`config.mk`:
```
export PLATFORM = sky130hd
export DESIGN_NAME = flash_cmd_regs
export DESIGN_NICKNAME = d
export VERILOG_FILES = /design/src/rtl/flash_cmd_pkg.sv /design/src/rtl/flash_cmd_issue.sv /design/src/rtl/flash_status_flags.sv /design/src/rtl/flash_cfg_regs.sv /design/src/rtl/flash_cmd_regs.sv
export SDC_FILE = /design/constraint.sdc
export NUM_CORES = 1
export LEC_CHECK = 0
export ABC_AREA = 1
export BUFFER_PORTS_ARGS = -buffer_cell sky130_fd_sc_hd__buf_2
export CORE_MARGIN = 10
export CORE_UTILIZATION = 35
export DETAILED_ROUTE_END_ITERATION = 7
export PLACE_DENSITY = 0.6
export SLEW_MARGIN = 20
export SYNTH_ARGS = -nofsm -noshare
export SYNTH_HDL_FRONTEND = slang
export SYNTH_SLANG_ARGS = --single-unit
```
`constraint.sdc`:
```
create_clock -name clk_i -period 1.1 [get_ports clk_i]
set_input_delay 0.055 -clock clk_i [delete_from_list [all_inputs] [get_ports clk_i]]
set_output_delay 0.055 -clock clk_i [all_outputs]
set_load 0.02 [all_outputs]
```
`src/rtl/flash_cmd_pkg.sv`:
```
package flash_cmd_pkg;
  localparam logic [7:0] OFS_MODE   = 8'h00;
  localparam logic [7:0] OFS_CMD    = 8'h04;
  localparam logic [7:0] OFS_STAT   = 8'h08;
  localparam logic [7:0] OFS_RESULT = 8'h0C;
  localparam logic [7:0] OFS_VER    = 8'h14;
  localparam logic [7:0] OFS_PROT   = 8'hE4;

  localparam logic [7:0]  CMD_KEY  = 8'h5A;
  localparam logic [23:0] PROT_KEY = 24'h454643;
  localparam logic [31:0] MODE_MASK = 32'h0401_0F01;
  localparam logic [7:0]  CODE_MAX = 8'h15;
  localparam logic [7:0]  CODE_HOLE = 8'h06;

  typedef struct packed {
    logic [7:0]  key;
    logic [15:0] arg;
    logic [7:0]  code;
  } cmd_word_t;

  function automatic logic code_defined(input logic [7:0] c);
    return (c <= CODE_MAX) && (c != CODE_HOLE);
  endfunction

  function automatic logic code_programs(input logic [7:0] c);
    return (c >= 8'h01 && c <= 8'h05) || c == 8'h07 ||
           (c >= 8'h11 && c <= 8'h13);
  endfunction
endpackage

```
`src/rtl/flash_cmd_issue.sv`:
```
module flash_cmd_issue
  import flash_cmd_pkg::*;
(
  input  logic        clk_i,
  input  logic        rst_ni,
  input  logic        cmd_wr_i,
  input  logic [31:0] cmd_word_i,
  input  logic        busy_i,
  output logic        keyed_o,
  output logic        accept_o,
  output logic        reject_o,
  output logic        prog_start_o,
  output logic        start_o,
  output logic [7:0]  code_o,
  output logic [15:0] arg_o
);
  cmd_word_t cw;
  assign cw = cmd_word_i;

  assign keyed_o      = cmd_wr_i && (cw.key == CMD_KEY);
  assign reject_o     = keyed_o && (busy_i || !code_defined(cw.code));
  assign accept_o     = keyed_o && !reject_o;
  assign prog_start_o = accept_o && code_programs(cw.code);

  always_ff @(posedge clk_i or negedge rst_ni) begin
    if (!rst_ni) begin
      start_o <= 1'b0;
      code_o  <= '0;
      arg_o   <= '0;
    end else begin
      start_o <= accept_o;
      if (accept_o) begin
        code_o <= cw.code;
        arg_o  <= cw.arg;
      end
    end
  end

  AST_START_KEYED: assert property (@(posedge clk_i) disable iff (!rst_ni)
    start_o |-> ($past(cmd_wr_i) && $past(cmd_word_i[31:24]) == CMD_KEY));
  AST_NO_START_BUSY: assert property (@(posedge clk_i) disable iff (!rst_ni)
    (cmd_wr_i && busy_i) |=> !start_o);
endmodule

```
`src/rtl/flash_status_flags.sv`:
```
module flash_status_flags #(
  parameter int ECC_N = 4
) (
  input  logic             clk_i,
  input  logic             rst_ni,
  input  logic             accept_i,
  input  logic             reject_i,
  input  logic             keyed_i,
  input  logic             prog_start_i,
  input  logic             stat_rd_i,
  input  logic             done_i,
  input  logic             lock_set_i,
  input  logic             fail_set_i,
  input  logic [ECC_N-1:0] ecc_set_i,
  output logic             busy_o,
  output logic             cmd_err_o,
  output logic             lock_err_o,
  output logic             fail_o,
  output logic [ECC_N-1:0] ecc_o
);
  always_ff @(posedge clk_i or negedge rst_ni) begin
    if (!rst_ni) begin
      busy_o     <= 1'b0;
      cmd_err_o  <= 1'b0;
      lock_err_o <= 1'b0;
      fail_o     <= 1'b0;
    end else begin
      if (accept_i)    busy_o <= 1'b1;
      else if (done_i) busy_o <= 1'b0;

      if (reject_i)                    cmd_err_o <= 1'b1;
      else if (keyed_i || stat_rd_i)   cmd_err_o <= 1'b0;

      if (lock_set_i)     lock_err_o <= 1'b1;
      else if (stat_rd_i) lock_err_o <= 1'b0;

      if (fail_set_i)        fail_o <= 1'b1;
      else if (prog_start_i) fail_o <= 1'b0;
    end
  end

  for (genvar g = 0; g < ECC_N; g++) begin : g_ecc
    logic flag_q;
    always_ff @(posedge clk_i or negedge rst_ni) begin
      if (!rst_ni)           flag_q <= 1'b0;
      else if (ecc_set_i[g]) flag_q <= 1'b1;
      else if (stat_rd_i)    flag_q <= 1'b0;
    end
    assign ecc_o[g] = flag_q;
  end

  AST_LOCK_CLR_ON_READ: assert property (@(posedge clk_i) disable iff (!rst_ni)
    (stat_rd_i && !lock_set_i) |=> !lock_err_o);
  AST_FAIL_STICKY: assert property (@(posedge clk_i) disable iff (!rst_ni)
    (fail_o && !prog_start_i) |=> fail_o);
  AST_ERR_CLR_ON_READ: assert property (@(posedge clk_i) disable iff (!rst_ni)
    (stat_rd_i && !reject_i) |=> !cmd_err_o);
endmodule

```
`src/rtl/flash_cfg_regs.sv`:
```
module flash_cfg_regs
  import flash_cmd_pkg::*;
(
  input  logic        clk_i,
  input  logic        rst_ni,
  input  logic        mode_wr_i,
  input  logic [31:0] mode_wdata_i,
  input  logic        prot_wr_i,
  input  logic [23:0] prot_key_i,
  input  logic        prot_en_i,
  output logic [31:0] mode_o,
  output logic        prot_o
);
  always_ff @(posedge clk_i or negedge rst_ni) begin
    if (!rst_ni) begin
      mode_o <= '0;
      prot_o <= 1'b0;
    end else begin
      if (mode_wr_i && !prot_o) mode_o <= mode_wdata_i & MODE_MASK;
      if (prot_wr_i && prot_key_i == PROT_KEY) prot_o <= prot_en_i;
    end
  end

  AST_WP_MODE_HOLD: assert property (@(posedge clk_i) disable iff (!rst_ni)
    (mode_wr_i && prot_o) |=> $stable(mode_o));
  AST_PROT_NEEDS_KEY: assert property (@(posedge clk_i) disable iff (!rst_ni)
    (prot_wr_i && prot_key_i != PROT_KEY) |=> $stable(prot_o));
endmodule

```
`src/rtl/flash_cmd_regs.sv`:
```
module flash_cmd_regs
  import flash_cmd_pkg::*;
#(
  parameter int          ADDR_W     = 8,
  parameter int          ECC_N      = 4,
  parameter logic [11:0] VERSION_ID = 12'h1A3,
  parameter logic [2:0]  FIX_NUM    = 3'd2
) (
  input  logic              clk_i,
  input  logic              rst_ni,
  input  logic [ADDR_W-1:0] addr_i,
  input  logic              wr_i,
  input  logic              rd_i,
  input  logic [31:0]       wdata_i,
  output logic [31:0]       rdata_o,
  output logic              irq_o,
  output logic              be_start_o,
  output logic [7:0]        be_code_o,
  output logic [15:0]       be_arg_o,
  input  logic              be_done_i,
  input  logic [31:0]       be_result_i,
  input  logic              be_lock_err_i,
  input  logic              be_fail_i,
  input  logic [ECC_N-1:0]  ecc_evt_i
);
  localparam int ECC_LSB = 16;
  localparam logic [31:0] VER_WORD = {13'b0, FIX_NUM, 4'b0, VERSION_ID};

  function automatic logic hit(input logic [ADDR_W-1:0] a, input logic [7:0] ofs);
    return a == ADDR_W'(ofs);
  endfunction

  logic cmd_wr, mode_wr, prot_wr, stat_rd;
  assign cmd_wr  = wr_i && hit(addr_i, OFS_CMD);
  assign mode_wr = wr_i && hit(addr_i, OFS_MODE);
  assign prot_wr = wr_i && hit(addr_i, OFS_PROT);
  assign stat_rd = rd_i && hit(addr_i, OFS_STAT);

  logic keyed, accept, reject, prog_start, busy;
  logic cmd_err, lock_err, fail;
  logic [ECC_N-1:0] ecc;
  logic [31:0] mode_q, result_q, status_w;
  logic prot_q;

  flash_cmd_issue u_issue (
    .clk_i, .rst_ni,
    .cmd_wr_i     (cmd_wr),
    .cmd_word_i   (wdata_i),
    .busy_i       (busy),
    .keyed_o      (keyed),
    .accept_o     (accept),
    .reject_o     (reject),
    .prog_start_o (prog_start),
    .start_o      (be_start_o),
    .code_o       (be_code_o),
    .arg_o        (be_arg_o)
  );

  flash_status_flags #(.ECC_N(ECC_N)) u_flags (
    .clk_i, .rst_ni,
    .accept_i     (accept),
    .reject_i     (reject),
    .keyed_i      (keyed),
    .prog_start_i (prog_start),
    .stat_rd_i    (stat_rd),
    .done_i       (be_done_i),
    .lock_set_i   (be_lock_err_i),
    .fail_set_i   (be_fail_i),
    .ecc_set_i    (ecc_evt_i),
    .busy_o       (busy),
    .cmd_err_o    (cmd_err),
    .lock_err_o   (lock_err),
    .fail_o       (fail),
    .ecc_o        (ecc)
  );

  flash_cfg_regs u_cfg (
    .clk_i, .rst_ni,
    .mode_wr_i    (mode_wr),
    .mode_wdata_i (wdata_i),
    .prot_wr_i    (prot_wr),
    .prot_key_i   (wdata_i[31:8]),
    .prot_en_i    (wdata_i[0]),
    .mode_o       (mode_q),
    .prot_o       (prot_q)
  );

  always_comb begin
    status_w = '0;
    status_w[0] = !busy;
    status_w[1] = cmd_err;
    status_w[2] = lock_err;
    status_w[3] = fail;
    status_w[ECC_LSB +: ECC_N] = ecc;
  end

  always_ff @(posedge clk_i or negedge rst_ni) begin
    if (!rst_ni)        result_q <= '0;
    else if (be_done_i) result_q <= be_result_i;
  end

  always_ff @(posedge clk_i or negedge rst_ni) begin
    if (!rst_ni) begin
      rdata_o <= '0;
    end else if (rd_i) begin
      if      (hit(addr_i, OFS_MODE))   rdata_o <= mode_q;
      else if (hit(addr_i, OFS_STAT))   rdata_o <= status_w;
      else if (hit(addr_i, OFS_RESULT)) rdata_o <= result_q;
      else if (hit(addr_i, OFS_VER))    rdata_o <= VER_WORD;
      else if (hit(addr_i, OFS_PROT))   rdata_o <= {31'b0, prot_q};
      else                              rdata_o <= '0;
    end
  end

  assign irq_o = mode_q[0] && !busy;

  AST_NOT_READY_AFTER_START: assert property (@(posedge clk_i) disable iff (!rst_ni)
    be_start_o |-> !status_w[0]);
  AST_START_ONE_CYCLE: assert property (@(posedge clk_i) disable iff (!rst_ni)
    be_start_o |=> !be_start_o);
  AST_IRQ_NEEDS_READY: assert property (@(posedge clk_i) disable iff (!rst_ni)
    irq_o |-> status_w[0]);
endmodule

```
==> flow_summary_export.csv <==
group,metric,value,unit
placed_design,dp_hpwl,9790,um
timing,setup_slack,-0.127,ns
power_and_ir_drop,p_total,8.45,mW
timing,skew,0.0142,ns
global_route,overflow,0,
min_path,hold_start,"wdata_i[8]",
cts,cts_tree,"done",
yosys,ys_ff_latch,105,
final_layout,fillers,1162,
floorplan,io_pins,141,
setup_path,crit_path_end_kind,"flop",
yosys,synthTopCellsByArea,"dfrtp_1, nand2_1, inv_1",
setup_path,worstPathCellList,"nor2_2, nand3_2, buf_4, clkinv_8, nand2_8, nand2_2, o21ai_2",
routing,avgRoutedWirePerCell,14.8,um
cts,insertion_delay,0.35,ns
timing,maxSlewViolCount,0,
cts,path_clk_slew,0.07,ns
run,cap_violations,0,
floorplan,fp-row-count,41,
min_path,min_path_cells,3,
yosys,postSynthAreaPerCell,9.15,um2
cts,htree_levels,3,
floorplan,die_x,134,um
setup_path,rrSetupSlack,-0.13,ns
timing,relSlewSlack,70.7,%
power_and_ir_drop,p_leak,3.62,nW
setup_path,r2r-start,"u_flags.busy_o$_DFFE_PN0P_",
yosys,ys_seq_area_share,57.8,%
routing,vias,4084,
setup_path,cpPeakStageDelay,0.41,ns
global_route,track_usage,15.1,%
setup_path,slowest_stage,"dfrtp_1",
setup_path,r2r_cells,7,
placed_design,placed_area,5790,um2
routing,drc,0,
timing,setup_violations,29,
global_route,antenna_found_initial,0,
routing,dr.pass1.iters,4,
final_layout,final_nets,810,
final_layout,area_growth,49.7,%
setup_path,timing.rr.end,"u_issue.arg_o[0]$_DFFE_PN0P_",
global_route,gr-usage-met1,18.1,%
power_and_ir_drop,ir_worst_vdd,0.610,mV
global_route,grt_max_degree,31,
timing,hold_viol,0,
setup_path,cp_data_required_time,1.34,ns
timing,holdWs,0.0145,ns
yosys,yosysUniqueCellTypes,28,
placed_design,gp_congestion,0.843,
final_layout,fin_area,6810,um2
routing,drtIter0Drc,154,
placed_design,io_buffers,140,
setup_path,path_class,"flop to flop",
timing,fin_crit_sh,112,%
cts,clockBufferDepth,2,
global_route,use_met3,5.00,%
power_and_ir_drop,power_density,1240,nW/um2
run_status,violations,"setup timing",
yosys,synth_top_cell_by_area,"dfrtp_1",
setup_path,start_kind,"flop",
global_route,globalRouteMet2Util,25.0,%
timing,tightest_slew,0.439,ns
routing,via_per_inst,4.52,
setup_path,path_max_fanout,9,
min_path,hold_path_end,"u_issue.arg_o[0]$_DFFE_PN0P_",
global_route,busiest_layer,"met2",
floorplan,floorplan.initialDensity,35.9,%
routing,wirelength,13400,um
yosys,syn_nets,580,
min_path,hold_path.class,"primary input to flop",
yosys,yosys.area.top_type_share,57.8,%
final_layout,n_antenna_cell,0,
run_status,status,"complete, but fails checks",
cts,root_buffer,"clkbuf_16",
timing,rsz0062_at_grt,"true",
timing,fmax,0.815,GHz
yosys,syn_area,4550,um2
yosys,synth_cells,497,
floorplan,core_area,12700,um2
setup_path,crit_arrival,1.47,ns
routing,ant_nets,0,
global_route,grt_pass1_wl,22200,um
floorplan,die_h,134,um
final_layout,drive_gt1_share,36.5,%
timing,fin_crit,1.23,ns
yosys,yosys_warnings,0,
cts,cts_made_buffers,9,
floorplan,die_area,18000,um2
cts,cts_sinks,105,
global_route,grt_pass1_vias,4469,
[kinds of logic (layout without fill, tap and decap cells)]
| kind of cell | count (synthesis) | in the layout | synth area share (%) |
|---|---|---|---|
| AND/OR/NAND/NOR | 210 | 213 | 19.9 |
| flip-flops | 105 | 105 | 57.8 |
| AO/OA/AOI/OAI | 92 | 92 | 12.4 |
| buffers and inverters | 81 | 313 | 7.76 |
| multiplexers | 9 | 9 | 2.23 |
[timing repair]
action / CTS / global route
pin swaps: 3 / 5
cloned: 3 / 0
hold endpoints to repair: 78 / 0
hold buffers: 53 / 0
buffers inserted: 1 / 0
gates resized for setup: 21 / 17
endpoints found under the setup margin: 29 / 30
[sequential cells by signal (all words and copies together) (netlist names)]
register              flops
rdata_o                  32
u_cfg.mode_o              7
u_flags.cmd_err_o         1
u_issue.start_o           1
u_issue.arg_o            16
u_flags.busy_o            1
u_flags.lock_err_o        1
u_cfg.prot_o              1
u_flags.g_ecc.flag_q      4
u_issue.code_o            8
u_flags.fail_o            1
result_q                 32
[critical path, delay by kind of cell, from the launching register on]
family          cells  cell delay (ns)
simple gates        4             0.41
buf+inv             2             0.26
flops               1             0.41
compound gates      1             0.05
[cell type report]
| cell class | count | area [um2] | area share [%] |
|---|---|---|---|
| well taps | 172 | 215 | 3.16 |
| clock inverters | 7 | 101 | 1.49 |
| flip-flops and latches | 105 | 2630 | 38.6 |
| repair buffers | 233 | 1660 | 24.4 |
| clock buffers | 9 | 225 | 3.31 |
| multi-input cells | 314 | 1720 | 25.3 |
| inverters | 64 | 253 | 3.71 |
[synthesized netlist by cell type, drive strengths merged]
library cell  instances
inv                  64
nor2                 36
dfrtp               105
buf                   9
nand4                 3
o211ai                1
nand3                11
nand2               152
nand3b                1
a21o                  1
nor3                  6
clkbuf                8
o22ai                 3
o21bai                4
o21ai                68
a21oi                15
and3                  1
mux2                  9
[worst max path at each step]
stage                               startpoint                            end  slack [ns]  depth (start not counted)
floorplan           u_flags.busy_o$_DFFE_PN0P_  u_issue.code_o[4]$_DFFE_PN0P_       0.001                          7
global placement                     addr_i[1]   u_issue.arg_o[3]$_DFFE_PN0P_       -0.16                          9
detailed placement                   addr_i[5]        rdata_o[24]$_DFFE_PN0P_       -0.23                          9
CTS                 u_flags.busy_o$_DFFE_PN0P_   u_issue.arg_o[6]$_DFFE_PN0P_       -0.14                          7
global route        u_flags.busy_o$_DFFE_PN0P_   u_issue.arg_o[6]$_DFFE_PN0P_       -0.20                          7
finish              u_flags.busy_o$_DFFE_PN0P_   u_issue.arg_o[0]$_DFFE_PN0P_       -0.13                          7
[layer usage]
layer	up-vias	wire length, um
met5	-	0
met4	0	196
met3	16	883
met2	131	6300
met1	1903	6010
li1	2034	-
[report_power, final]
group          internal (mW)  switching, mW
registers               3.99         0.0534
logic                  0.443          0.463
clock network           2.02           1.48
[layout by cell type (no fill, tap or decap), types with 2 or more instances in the layout]
master,Yosys,final
a21oi_1,15,15
buf_12,0,9
buf_2,3,135
buf_4,0,35
bufinv_16,0,2
clkbuf_16,0,9
dfrtp_1,105,105
dlygate4sd3_1,0,52
inv_1,62,61
inv_2,2,2
mux2_2,9,9
nand2_1,149,134
nand2_2,2,12
nand2_4,1,6
nand2_8,0,3
nand3_1,8,7
nand3_2,2,3
nand4_1,3,3
nor2_1,31,28
nor2_2,1,3
nor2_4,4,5
nor3_1,6,4
nor3_2,0,2
o21ai_0,39,38
o21ai_1,7,7
o21ai_2,22,23
o21bai_1,4,4
o22ai_1,3,3
[metrics by stage]
step	worst slack (ns)	cells	util [%]	setup TNS (ns)
3_3_place_gp	-0.162	834	45.7	-7.19
5_1_grt	-0.195	904	53.7	-4.74
2_1_floorplan	0.00106	497	-	0
4_1_cts	-0.141	907	53.4	-3.52
6_report	-0.127	904	53.7	-2.85
3_5_place_dp	-0.234	834	45.7	-10.32
No activity file was read; power rests on OpenSTA's default activity.
